## config.mk

```make
export PLATFORM = sky130hd
export DESIGN_NAME = burst_seq_ctl
export DESIGN_NICKNAME = d
export VERILOG_FILES = /design/src/rtl/burst_seq_ctl.sv
export SDC_FILE = /design/constraint.sdc
export NUM_CORES = 1
export LEC_CHECK = 0
export ABC_AREA = 0
export BUFFER_PORTS_ARGS = -buffer_cell sky130_fd_sc_hd__buf_4
export CORE_AREA = 2 2 133 135
export DETAILED_ROUTE_END_ITERATION = 8
export DIE_AREA = 0 0 135 137
export PLACE_DENSITY_LB_ADDON = 0.05
export SYNTH_ARGS = -nofsm -noshare
export SYNTH_HDL_FRONTEND = slang
export SYNTH_SLANG_ARGS = --single-unit
```

## constraint.sdc

```tcl
create_clock -name clk -period 4.8 [get_ports clk]
set_input_delay 0.24 -clock clk [delete_from_list [all_inputs] [get_ports clk]]
set_output_delay 0.24 -clock clk [all_outputs]
set_load 0.005 [all_outputs]
```

## src/rtl/burst_seq_ctl.sv

```systemverilog
module burst_seq_ctl #(
  parameter int PRE_W   = 8,
  parameter int LEN_W   = 14,
  parameter int DW      = 24,
  parameter int AW      = 3,
  parameter int PKT_MAX = 16381,
  parameter int GRD_MIN = 2,
  parameter int GRD_MAX = 16382,
  parameter int CNT_MAX = 10000000,
  parameter int DEF_LEN = 64
) (
  input  logic          clk,
  input  logic          rst_n,
  input  logic          wr_en,
  input  logic [AW-1:0] wr_addr,
  input  logic [DW-1:0] wr_data,
  input  logic          go,
  input  logic          sym_stb,
  input  logic          trig_in,
  output logic          data_en_n,
  output logic          sync,
  output logic          sel_store,
  output logic          done
);

  typedef enum logic [2:0] {S_IDLE, S_WAIT, S_PRE, S_DATA, S_GRD} st_t;

  st_t              state;
  logic [PRE_W-1:0] pre_sh, act_pre;
  logic [LEN_W-1:0] pkt_sh, act_pkt, grd_sh, act_grd, sym_cnt;
  logic [DW-1:0]    cnt_sh, act_cnt, bcnt;
  logic             auto_sh, ext_sh, slave_sh, act_auto, act_ext;
  logic             trig_q, pend;

  wire trig_rise = trig_in & ~trig_q;
  wire [LEN_W-1:0] pre_last = LEN_W'(act_pre) - LEN_W'(1);
  wire [LEN_W-1:0] pkt_last = act_pkt - LEN_W'(1);
  wire [LEN_W-1:0] grd_last = act_grd - LEN_W'(1);
  wire more      = act_auto | (bcnt < act_cnt);
  wire grd_end   = sym_stb && state == S_GRD && sym_cnt == grd_last;
  wire wait_go   = sym_stb && state == S_WAIT && (!slave_sh || pend);
  wire start     = wait_go || (grd_end && more && !slave_sh);

  assign data_en_n = !(state == S_PRE || state == S_DATA);
  assign sync      = !data_en_n;
  assign sel_store = (state == S_PRE) && !act_ext;

  // shadow registers with write-time clamping
  always_ff @(posedge clk or negedge rst_n) begin
    if (!rst_n) begin
      pre_sh   <= '0;
      pkt_sh   <= LEN_W'(DEF_LEN);
      grd_sh   <= LEN_W'(DEF_LEN);
      cnt_sh   <= DW'(1);
      auto_sh  <= 1'b1;
      ext_sh   <= 1'b0;
      slave_sh <= 1'b0;
    end else if (wr_en) begin
      case (wr_addr)
        AW'(0): pre_sh <= wr_data[PRE_W-1:0];
        AW'(1): begin
          if (wr_data == '0)                pkt_sh <= LEN_W'(1);
          else if (wr_data > DW'(PKT_MAX))  pkt_sh <= LEN_W'(PKT_MAX);
          else                              pkt_sh <= wr_data[LEN_W-1:0];
        end
        AW'(2): begin
          if (wr_data < DW'(GRD_MIN))       grd_sh <= LEN_W'(GRD_MIN);
          else if (wr_data > DW'(GRD_MAX))  grd_sh <= LEN_W'(GRD_MAX);
          else                              grd_sh <= wr_data[LEN_W-1:0];
        end
        AW'(3): begin
          if (wr_data == '0)                cnt_sh <= DW'(1);
          else if (wr_data > DW'(CNT_MAX))  cnt_sh <= DW'(CNT_MAX);
          else                              cnt_sh <= wr_data;
        end
        AW'(4): begin
          auto_sh  <= wr_data[0];
          ext_sh   <= wr_data[1];
          slave_sh <= wr_data[2];
        end
        default: ;
      endcase
    end
  end

  // trigger edge capture
  always_ff @(posedge clk or negedge rst_n) begin
    if (!rst_n) begin
      trig_q <= 1'b0;
      pend   <= 1'b0;
    end else begin
      trig_q <= trig_in;
      if (state != S_WAIT || start) pend <= 1'b0;
      else if (trig_rise)           pend <= 1'b1;
    end
  end

  // sequencer
  always_ff @(posedge clk or negedge rst_n) begin
    if (!rst_n) begin
      state    <= S_IDLE;
      sym_cnt  <= '0;
      bcnt     <= '0;
      done     <= 1'b0;
      act_pre  <= '0;
      act_pkt  <= LEN_W'(DEF_LEN);
      act_grd  <= LEN_W'(DEF_LEN);
      act_cnt  <= DW'(1);
      act_auto <= 1'b1;
      act_ext  <= 1'b0;
    end else if (start) begin
      act_pre  <= pre_sh;
      act_pkt  <= pkt_sh;
      act_grd  <= grd_sh;
      act_cnt  <= cnt_sh;
      act_auto <= auto_sh;
      act_ext  <= ext_sh;
      sym_cnt  <= '0;
      if (bcnt != '1) bcnt <= bcnt + DW'(1);
      state    <= (pre_sh != '0) ? S_PRE : S_DATA;
    end else begin
      case (state)
        S_IDLE: if (go) begin
          state <= S_WAIT;
          done  <= 1'b0;
          bcnt  <= '0;
        end
        S_PRE: if (sym_stb) begin
          if (sym_cnt == pre_last) begin
            state   <= S_DATA;
            sym_cnt <= '0;
          end else sym_cnt <= sym_cnt + LEN_W'(1);
        end
        S_DATA: if (sym_stb) begin
          if (sym_cnt == pkt_last) begin
            state   <= S_GRD;
            sym_cnt <= '0;
          end else sym_cnt <= sym_cnt + LEN_W'(1);
        end
        S_GRD: if (sym_stb) begin
          if (grd_end) begin
            sym_cnt <= '0;
            if (!more) begin
              state <= S_IDLE;
              done  <= 1'b1;
            end else state <= S_WAIT;
          end else sym_cnt <= sym_cnt + LEN_W'(1);
        end
        default: ;
      endcase
    end
  end


  hold_chk: assert property (@(posedge clk) disable iff (!rst_n)
    !sym_stb |=> $stable(data_en_n));


  store_in_burst_chk: assert property (@(posedge clk) disable iff (!rst_n)
    sel_store |-> !data_en_n);


  done_idle_chk: assert property (@(posedge clk) disable iff (!rst_n)
    done |-> data_en_n);


  done_clear_chk: assert property (@(posedge clk) disable iff (!rst_n)
    (go && state == S_IDLE) |=> !done);


  slave_hold_chk: assert property (@(posedge clk) disable iff (!rst_n)
    (slave_sh && state == S_WAIT && !pend) |=> data_en_n);


  range_chk: assert property (@(posedge clk) disable iff (!rst_n)
    pkt_sh >= LEN_W'(1) && pkt_sh <= LEN_W'(PKT_MAX) &&
    grd_sh >= LEN_W'(GRD_MIN) && grd_sh <= LEN_W'(GRD_MAX) &&
    cnt_sh >= DW'(1) && cnt_sh <= DW'(CNT_MAX));

endmodule

```

==> metrics.md, run 1 <==
| Metric | Value |
|---|---|
| Post-layout min period | 3.94 ns |
| Via Count | 6980 |
| # DRC | 0 |
| Area Overhead vs Synth | 11.4% |
| Initial DRC count | 533 |
| Max-cap violations | 0 |
| Post-route ant nets | 0 |
| Placer Congestion | 0.876 |
| Critical path type | flop to flop |
| Layout cells sized above 1 | 18.5% |
| Number of global-route vias before repair | 6704 |
| Synthesized area | 9180 µm² |
| FILL cells | 1472 |
| Die width | 135 µm |
| Post-CTS Hold Buffers | 2 |
| Least-Margin Pin Slew | 1.17 ns |
| Post-CTS Resized | 0 |
| Largest net degree at the start of global routing | 93 |
| CP Data Required Time | 5.16 ns |
| Internal power | 3.39 mW |
| Root buf cell | clkbuf_16 |
| Synthesized instance count | 923 |
| Highest ir drop seen on vdd | 0.000336 V |
| Endpoints failing setup | 0 |
| Synth Net Count | 984 |
| Hold Violations, Final | 0 |
| Worst Path Arrival | 4.30 ns |
| Reg area | 4240 µm² |
| Hold Path Class | input pin to flop |
| Final setup skew | 0.0106 ns |
| Logic gate share of total power | 32.5% |
| Initial DRT Pass Iterations | 5 |
| Syn Area/Cell | 9.94 µm² |
| LEAKAGE | 4.30 nW |
| Clk pwr share | 24.6% |
| Die area | 18500 µm² |
| Rel. slew slack | 22.0% |
| Primary FF master, synth | dfrtp_1 |
| Number of synthesized flops with an enable pin | 0 |
| Total Wirelength | 22300 µm |
| Fmax | 254 MHz |
| Synth cell types | 75 |
| Pins over their slew limit | 0 |
| Delay-heaviest family, CP | simple AND/OR/NAND/NOR gates |
| Postcts setup bufs | 0 |
| Vias per inst | 5.93 |
| Synth warn | 0 |
| Clk sinks | 169 |
| Clock Latency Late Sink | 0.44 ns |
| Cell Pwr Density | 533 nW/µm² |
| Final period utilization | 82.2% |
| Crit path cell chain | inv_1 -> ha_1 -> or4b_4 -> a2111oi_0 -> o32ai_1 -> nor4_2 -> o2111ai_2 -> o31a_2 -> or2_1 -> or4_1 -> a21oi_1 |
| Die H | 137 µm |
| PnR Total Power | 5.45 mW |
| Max stage delay cell, worst path | o31a_2 |
| First-pass GRT wire length | 36400 µm |
| Worst path max stage delay | 0.54 ns |
| Initial antenna violation count | 0 |
| Setup TNS Final | 0 ns |
| Overall routing resource usage | 25.7% |
| TritonCTS Buffers | 17 |
| WL/cell | 19.0 µm |
| Top-Level Pins | 37 |
| CP bufs+invs | 1 |
| CTS tree | done |
| Port Buffers | 36 |
| Initial Util | 53.8% |
| CTS HTree Levels | 4 |
| Commonest non-fill, non-tap cell in the layout | dfrtp_1 |
| Sw Share | 37.9% |
| Layout net count | 1001 |
| Worst setup EP type | flop |
| Crit start category | flop |
| Commonest non-fill, non-tap cells in the layout | dfrtp_1 (161), nor2_1 (101), mux2_2 (73) |
| Sequential power share | 42.9% |
| Status | complete, no violations |
| Number of placement rows | 48 |
| Net Sw Power | 2.06 mW |
| Crit-path max FO | 26 |
| ANT cells | 0 |
| Flops & latches, synth | 169 |
| Ys async rst share | 100% |
| Hpwl dp | 16100 µm |
| Hold WS | 0.0308 ns |
| Sequential area share after synthesis | 46.2% |
| Multi-input logic area | 4580 µm² |
| Clock transition at path regs | 0.07 ns |
| Total gr overflow | 0 |
| RSZ-0062 raised after global routing | no |
| Clock Path Buffers | 2 |
| Core area | 17100 µm² |
-- area by class of cell --
cell class	instances	area share, %
clock buffers	17	4.16
clock inverters	14	1.48
inverters	43	1.58
multi-input cells	661	44.8
flip-flops and latches	169	41.5
well taps	225	2.75
repair buffers	48	3.73
-- Yosys cell counts (3+ instances only) --
cell type | n | share of area (%)
nor2b_1 | 8 | 0.55
dfstp_2 | 8 | 2.3
o21ai_0 | 28 | 1.5
a22o_1 | 19 | 1.8
or4_1 | 7 | 0.57
dfrtp_1 | 161 | 44
mux2i_1 | 5 | 0.55
nor2_1 | 101 | 4.1
nor3_1 | 37 | 2.0
xnor2_1 | 45 | 4.3
a31oi_1 | 6 | 0.41
nand3b_1 | 5 | 0.41
o211ai_1 | 5 | 0.41
a21oi_1 | 41 | 2.2
a221o_1 | 8 | 0.87
mux2_2 | 73 | 9.0
and3_1 | 8 | 0.55
o31a_1 | 3 | 0.29
a21o_1 | 9 | 0.74
xor2_1 | 18 | 1.7
o31ai_1 | 3 | 0.25
a2111oi_0 | 3 | 0.29
or2_2 | 3 | 0.20
nand2b_1 | 10 | 0.68
nor4_1 | 19 | 1.3
ha_1 | 28 | 3.8
or3_1 | 7 | 0.48
a211oi_1 | 3 | 0.25
clkbuf_1 | 40 | 1.6
inv_1 | 43 | 1.8
nand4_1 | 16 | 1.1
nand2_1 | 66 | 2.7
buf_2 | 7 | 0.38
nand4b_1 | 4 | 0.38
nand3_1 | 24 | 1.3
-- registers in the layout, indices dropped and copies added (netlist names), 3 cells and up --
| register | flops |
|---|---|
| act_cnt | 24 |
| bcnt | 24 |
| cnt_sh | 24 |
| act_grd | 14 |
| act_pkt | 14 |
| grd_sh | 14 |
| pkt_sh | 14 |
| sym_cnt | 14 |
| act_pre | 8 |
| pre_sh | 8 |
| state | 3 |
-- metrics by stage --
step | cell area [µm²] | cells | util [%] | setup slack [ns]
4_1_cts | 10200 | 1177 | 59.9 | 0.863
2_1_floorplan | 9180 | 923 | - | 1.38
5_1_grt | 10200 | 1177 | 59.9 | 0.709
6_report | 10200 | 1177 | 59.9 | 0.856
3_5_place_dp | 9630 | 1144 | 56.4 | 0.883
3_3_place_gp | 9630 | 1144 | 56.4 | 1.03
-- worst paths after layout --
path                                   end  depth (start not counted)        start  slack, ns
min in group asynchronous       sym_cnt[2]                          2        rst_n       0.45
max in group asynchronous        cnt_sh[0]                          3        rst_n       3.23
worst min-delay path            cnt_sh[16]                          2  wr_data[16]       0.03
worst max-delay path              bcnt[21]                         11   act_grd[0]       0.86
worst max register to register    bcnt[21]                         11   act_grd[0]       0.86
worst min register to register   cnt_sh[9]                          2    cnt_sh[9]       0.49
-- metal layers --
metal	GRT usage, %	routed length, µm
met2	38.9	9890
met5	0	0
met4	4.92	199
met1	38.8	11300
met3	5.11	968
-- worst register-to-register path: stages (launching register included) --
cell and delay [ns]:
dfrtp_1 0.44, inv_1 0.09, ha_1 0.20, or4b_4 0.53
a2111oi_0 0.37, o32ai_1 0.17, nor4_2 0.20, o2111ai_2 0.24
o31a_2 0.54, or2_1 0.40, or4_1 0.51, a21oi_1 0.18
-- power groups by stage --
stage | combinational, mW | clock, mW | sequential (mW)
3_5_place_dp | 1.76 | 0 | 2.36
6_report | 1.77 | 1.34 | 2.34
4_1_cts | 1.78 | 1.36 | 2.33
3_3_place_gp | 1.69 | 0 | 2.33
2_1_floorplan | 1.56 | 0 | 2.04
5_1_grt | 1.99 | 1.42 | 2.40
-- cells by family (layout without fill, tap and decap cells) --
logic type | Yosys count | count (layout) | share of synthesized area, %
compound gates | 155 | 155 | 11.7
xor+xnor | 63 | 63 | 6.01
fa+ha+maj | 28 | 28 | 3.82
buf+inv | 93 | 122 | 3.98
flops | 169 | 169 | 46.2
mux | 78 | 78 | 9.51
simple gates | 337 | 337 | 18.8
Note: power is estimated with default switching activity, not from simulation.
==> run 2, diff against run 1 <==
==> constraint.sdc (replaced) <==
create_clock -name clk -period 3.92 [get_ports clk]
set_input_delay 0.196 -clock clk [delete_from_list [all_inputs] [get_ports clk]]
set_output_delay 0.196 -clock clk [all_outputs]
set_load 0.005 [all_outputs]
==> run 2 against run 1 <==
The run now ends with DRC left; combinational power rose by 23%; die area did not move; flip-flop and latch count unchanged; sequential share of layout area fell by 0.41 points; maximum frequency increased by 7.8%; global-route usage hardly changed; clock power grew 25%; power grew 23%; first-iteration DRC count decreased by 18%; hold slack lost 0.014 ns; utilization grew 0.60 points; critical endpoint unchanged.
==> metrics.md, run 2 (synthesis gave the netlist of run 1 again) <==
| Metric | Value |
|---|---|
| Failing checks | DRC |
| Crit path cell chain | or4_4 -> or4b_4 -> xnor2_1 -> o221ai_1 -> o2111ai_2 -> o31a_2 -> or2_1 -> or4_1 -> a21oi_1 |
| Max-cap violations | 0 (unchanged) |
| Die H | 137 µm (unchanged) |
| Final setup skew | 0.00995 ns (-0.000639 ns) |
| Number of global-route vias before repair | 6802 (+1.5%) |
| Hold Violations, Final | 0 (unchanged) |
| Commonest non-fill, non-tap cells in the layout | dfrtp_1 (161), nor2_1 (101), mux2_2 (73) |
| CTS tree | done |
| Commonest non-fill, non-tap cell in the layout | dfrtp_1 |
| Cell Pwr Density | 650 nW/µm² (+22%) |
| Final period utilization | 93.4% (+11 points) |
| Initial Util | 53.8% (unchanged) |
| Worst path max stage delay | 0.61 ns (+0.07 ns) |
| Placed cell area | 9640 µm² (+0.16%) |
| CP bufs+invs | 0 (-1) |
| Worst Path Arrival | 4.02 ns (-0.28 ns) |
| Status | finished with violations |
| Design Area, Final | 10300 µm² (+1.0%) |
| Crit-path max FO | 9 (-65%) |
| CTS HTree Levels | 4 (unchanged) |
| Root buf cell | clkbuf_16 |
| CP Data Required Time | 4.28 ns (-0.88 ns) |
| Core area | 17100 µm² (unchanged) |
| Post-layout min period | 3.66 ns (-0.284 ns) |
| ANT cells | 0 (unchanged) |
| Initial DRT Pass Iterations | 7 (+2) |
| Clock Latency Late Sink | 0.44 ns (about the same) |
| Crit start category | flop |
| Delay-heaviest family, CP | simple AND/OR/NAND/NOR gates |
| Die area | 18500 µm² (unchanged) |
| Vias per inst | 5.95 (+0.38%) |
| Post-route ant nets | 0 (unchanged) |
| Least-Margin Pin Slew | 1.30 ns (+0.134 ns) |
| Clk sinks | 169 (unchanged) |
| Largest net degree at the start of global routing | 92 (-1.1%) |
| Top Registers | act_cnt: 24 flops, bcnt: 24 flops, cnt_sh: 24 flops |
| Hold Path Class | input pin to flop |
| Max stage delay cell, worst path | or4_4 |
| # DRC | 1 (+1) |
| LEAKAGE | 4.34 nW (+0.96%) |
| PnR Total Power | 6.72 mW (+23%) |
| Total gr overflow | 0 (unchanged) |
| Critical path type | flop to flop |
| Worst setup EP type | flop |
| Endpoints failing setup | 0 (unchanged) |
| Final core utilization | 60.5% (+0.60 points) |
| Clock Path Buffers | 2 (unchanged) |
| Port Buffers | 36 (unchanged) |
| Hold WS | 0.0168 ns (-0.0141 ns) |
| Postcts setup bufs | 0 (unchanged) |
| Rel. slew slack | 13.1% (-8.9 points) |
| Layout net count | 1009 (+0.80%) |
| Via Count | 7060 (+1.1%) |
| Placer Congestion | 0.878 (+0.32%) |
| RSZ-0062 raised after global routing | no |
| Layout cells sized above 1 | 18.8% (+0.35 points) |
| Flop-to-flop setup slack | 0.26 ns (-0.60 ns) |
| Setup TNS Final | 0 ns (unchanged) |
| TritonCTS Buffers | 17 (unchanged) |
| Pins over their slew limit | 0 (unchanged) |
| Initial antenna violation count | 0 (unchanged) |
| Die width | 135 µm (unchanged) |
| WL/cell | 19.0 µm (about the same) |
| Area Overhead vs Synth | 12.6% |
| Hpwl dp | 16300 µm (+1.4%) |
| Top-Level Pins | 37 (unchanged) |
| Highest ir drop seen on vdd | 0.000414 V (+23%) |
| Total Wirelength | 22500 µm (+0.82%) |
| Initial DRC count | 436 (-18%) |
| Number of placement rows | 48 (unchanged) |
| Overall routing resource usage | 25.7% (about the same) |
| Clock transition at path regs | 0.07 ns (about the same) |
| Fmax | 273 MHz (+7.8%) |
| First-pass GRT wire length | 36500 µm (+0.25%) |
[run 2: cell types whose count changed in the layout (fill, tap and decap cells not counted)]
cell           delta
dlygate4sd3_1     +6
inv_8             +1
inv_6             -2
buf_4             +2
clkbuf_8          +1
nor3_2            +1
a2111oi_2         +1
nor3_1            -1
clkinv_4          +1
a2111oi_0         -1
[run 2: repair_timing]
action	CTS	global route
hold buffers	8	0
gates resized for setup	0	3
endpoints found under the hold margin	91	0
endpoints found under the setup margin	0	2
[run 2: layout make-up]
| cell class | count | area [µm²] |
|---|---|---|
| inverters | 43 | 161 |
| clock inverters | 14 | 154 |
| flip-flops and latches | 169 | 4240 |
| clock buffers | 18 | 439 |
| multi-input cells | 661 | 4600 |
| fillers | 1426 | 6730 |
| well taps | 225 | 282 |
| repair buffers | 56 | 457 |
[run 2: through the flow]
stage,instances,setup WS [ns]
2_1_floorplan,923,0.505
3_3_place_gp,1146,0.378
3_5_place_dp,1146,0.158
4_1_cts,1186,0.165
5_1_grt,1186,0.0419
6_report,1186,0.260
[run 2: path summary, 6_finish.rpt]
check / startpoint / end / depth (start not counted)
max in group asynchronous: rst_n / act_pre[0] / 3
setup reg to reg: act_grd[5] / bcnt[21] / 9
min in group asynchronous: rst_n / sym_cnt[9] / 2
hold reg to reg: cnt_sh[20] / cnt_sh[20] / 2
setup / recovery: act_grd[5] / bcnt[21] / 9
hold / removal: wr_data[23] / cnt_sh[23] / 2
[run 2: where the power goes]
part / total, mW / switching [mW] / internal [mW]
Combinational: 2.18 / 1.07 / 1.11
Sequential: 2.86 / 0.665 / 2.20
Clock: 1.67 / 0.802 / 0.870
Total: 6.72 / 2.54 / 4.18
[run 2: routing by layer]
| metal | global-route usage [%] | part of all wire [%] |
|---|---|---|
| met5 | 0 | 0 |
| met1 | 38.8 | 50 |
| met2 | 38.1 | 44 |
| met4 | 7.35 | 1.3 |
| met3 | 4.41 | 4.6 |
==> run 3, diff against run 2 <==
==> constraint.sdc (replaced) <==
create_clock -name clk -period 4.42 [get_ports clk]
set_input_delay 0.221 -clock clk [delete_from_list [all_inputs] [get_ports clk]]
set_output_delay 0.221 -clock clk [all_outputs]
set_load 0.02 [all_outputs]
==> run 3 against run 2 <==
The flow now finishes without violations; maximum frequency is 5.5% lower; sequential power is 13% lower; global-route usage is 0.75 points lower; count of clock-buffer cells in the layout stayed put; wire length is 2.3% lower; non-clock buffer count is 5 lower; critical path type unchanged; largest cell class unchanged.
==> metrics.md, run 3 (synthesis gave the netlist of run 1 again) <==
| Metric | Value |
|---|---|
| Crit start category | flop |
| Design Area, Final | 10200 µm² (-0.78%) |
| Clk pwr share | 24.6% (-0.3 points) |
| Post-Place Worst Slack | 0.555 ns (+0.397 ns) |
| Total gr overflow | 0 (unchanged) |
| Layout cells sized above 1 | 18.7% (-0.11 points) |
| Setup TNS Final | 0 ns (unchanged) |
| Worst setup EP type | flop |
| Layout net count | 1004 (-0.50%) |
| Worst Path Arrival | 4.23 ns (+0.21 ns) |
| First-pass GRT wire length | 35700 µm (-2.0%) |
| Final core utilization | 60.1% (-0.47 points) |
| Commonest non-fill, non-tap cell in the layout | dfrtp_1 |
| Core area | 17100 µm² (unchanged) |
| Fmax | 258 MHz (-5.5%) |
| Clock Latency Late Sink | 0.43 ns (about the same) |
| Via Count | 6992 (-0.96%) |
| Critical path type | flop to flop |
| Hold Path Class | input pin to flop |
| Post-route ant nets | 0 (unchanged) |
| Total Wirelength | 22000 µm (-2.3%) |
| CTS HTree Levels | 4 (unchanged) |
| Status | complete, no violations |
| Setup slack after layout | 0.548 ns (+0.288 ns) |
| LEAKAGE | 4.31 nW (-0.55%) |
| Initial Util | 53.8% (unchanged) |
| TritonCTS Buffers | 17 (unchanged) |
| Post-CTS Hold Buffers | 2 (-6) |
| Max-cap violations | 0 (unchanged) |
| Area Overhead vs Synth | 11.7% |
| Largest net degree at the start of global routing | 91 (-1.1%) |
| Sequential power share | 42.2% (-0.4 points) |
| Hold Violations, Final | 0 (unchanged) |
| Internal power | 3.69 mW (-12%) |
| Least-Margin Pin Slew | 1.16 ns (-0.142 ns) |
| Top-Level Pins | 37 (unchanged) |
| Logic gate share of total power | 33.3% (+0.8 points) |
| GR Util met3 | 4.15% (-0.26 points) |
| Die area | 18500 µm² (unchanged) |
| Overall routing resource usage | 25.0% (-0.75 points) |
| Crit-path max FO | 21 (+12) |
| Worst path max stage delay | 0.53 ns (-0.08 ns) |
| Number of global-route vias before repair | 6750 (-0.76%) |
| Placed cell area | 9650 µm² (about the same) |
| Final setup skew | 0.00899 ns (-0.000959 ns) |
| Placed insts | 1147 (+0.087%) |
| Commonest non-fill, non-tap cells in the layout | dfrtp_1 (161), nor2_1 (101), mux2_2 (73) |
| ANT cells | 0 (unchanged) |
| Pins over their slew limit | 0 (unchanged) |
| Post-CTS Resized | 0 (unchanged) |
| Delay-heaviest family, CP | simple AND/OR/NAND/NOR gates |
| Vias per inst | 5.92 (-0.54%) |
| Port Buffers | 36 (unchanged) |
| RSZ-0062 raised after global routing | no |
| Die H | 137 µm (unchanged) |
| Die width | 135 µm (unchanged) |
| Crit path cell chain | inv_1 -> ha_1 -> or4b_4 -> a2111oi_0 -> o32ai_1 -> nor4_2 -> o2111ai_2 -> o31a_2 -> or2_1 -> or4_1 -> a21oi_1 |
| Final period utilization | 87.6% (-5.8 points) |
| Initial DRC count | 460 (+5.5%) |
| Layer with the highest usage | met1 |
| Met1 GRT Util | 37.5% (-1.3 points) |
| Clock transition at path regs | 0.07 ns (about the same) |
| Max stage delay cell, worst path | or4b_4 |
| CP Data Required Time | 4.78 ns (+0.50 ns) |
| Root buf cell | clkbuf_16 |
| GR Layer Usage met2 | 37.4% (-0.68 points) |
| Initial antenna violation count | 0 (unchanged) |
| CTS tree | done |
| Placer Congestion | 0.906 (+3.1%) |
| WL/cell | 18.6 µm (-1.9%) |
| CP bufs+invs | 1 (+1) |
| Top Registers | act_cnt: 24 flops, bcnt: 24 flops, cnt_sh: 24 flops |
| Rel. slew slack | 22.5% (+9.4 points) |
| Post-layout min period | 3.87 ns (+0.212 ns) |
| Cell Pwr Density | 578 nW/µm² (-11%) |
| Finished Layout Cells | 1181 (-0.42%) |
| Endpoints failing setup | 0 (unchanged) |
| Net Sw Power | 2.23 mW (-12%) |
| Postcts setup bufs | 0 (unchanged) |
| # DRC | 0 (-1) |
| Sw Share | 37.7% (-0.11 points) |
| Clk sinks | 169 (unchanged) |
| Highest ir drop seen on vdd | 0.000283 V (-32%) |
| Hpwl dp | 16100 µm (-1.3%) |
| Clock Path Buffers | 2 (unchanged) |
| Initial DRT Pass Iterations | 5 (-2) |
| Number of placement rows | 48 (unchanged) |
==> run 3: final cells by class <==
| cell class | count | area, µm² |
|---|---|---|
| inverters | 43 | 161 |
| fillers | 1474 | 6810 |
| multi-input cells | 661 | 4580 |
| flip-flops and latches | 169 | 4240 |
| clock buffers | 18 | 429 |
| clock inverters | 14 | 148 |
| repair buffers | 51 | 404 |
| well taps | 225 | 282 |
==> run 3: per-layer routing <==
metal	up-vias	part of all wire, %
li1	3329	-
met1	3495	50
met2	143	45
met3	25	3.9
met4	0	1.4
met5	-	0
==> run 3: path summary, 6_finish.rpt <==
| check | start | end | slack (ns) | cells past startpoint |
|---|---|---|---|---|
| min | wr_data[18] | cnt_sh[18] | 0.01 | 2 |
| min in group asynchronous | rst_n | sym_cnt[7] | 0.44 | 2 |
| max | act_grd[0] | bcnt[21] | 0.55 | 11 |
| min reg2reg | cnt_sh[9] | cnt_sh[9] | 0.49 | 2 |
| max in group asynchronous | rst_n | act_cnt[0] | 2.88 | 3 |
| max reg2reg | act_grd[0] | bcnt[21] | 0.55 | 11 |
==> run 3: power by group through the flow <==
stage / combinational, mW / clock, mW / sequential, mW
after floorplan: 1.70 / 0 / 2.22
after global placement: 1.87 / 0 / 2.49
after detailed placement: 1.96 / 0 / 2.52
after CTS: 1.97 / 1.48 / 2.49
after global routing: 2.20 / 1.55 / 2.56
final: 1.97 / 1.45 / 2.50
==> run 3: through the flow <==
stage | hold slack, ns | power, mW
floorplan | -0.0746 | 3.92
global placement | 0.324 | 4.36
detailed placement | 0.346 | 4.48
CTS | 0.00323 | 5.94
global route | 0.0109 | 6.31
finish | 0.0143 | 5.92
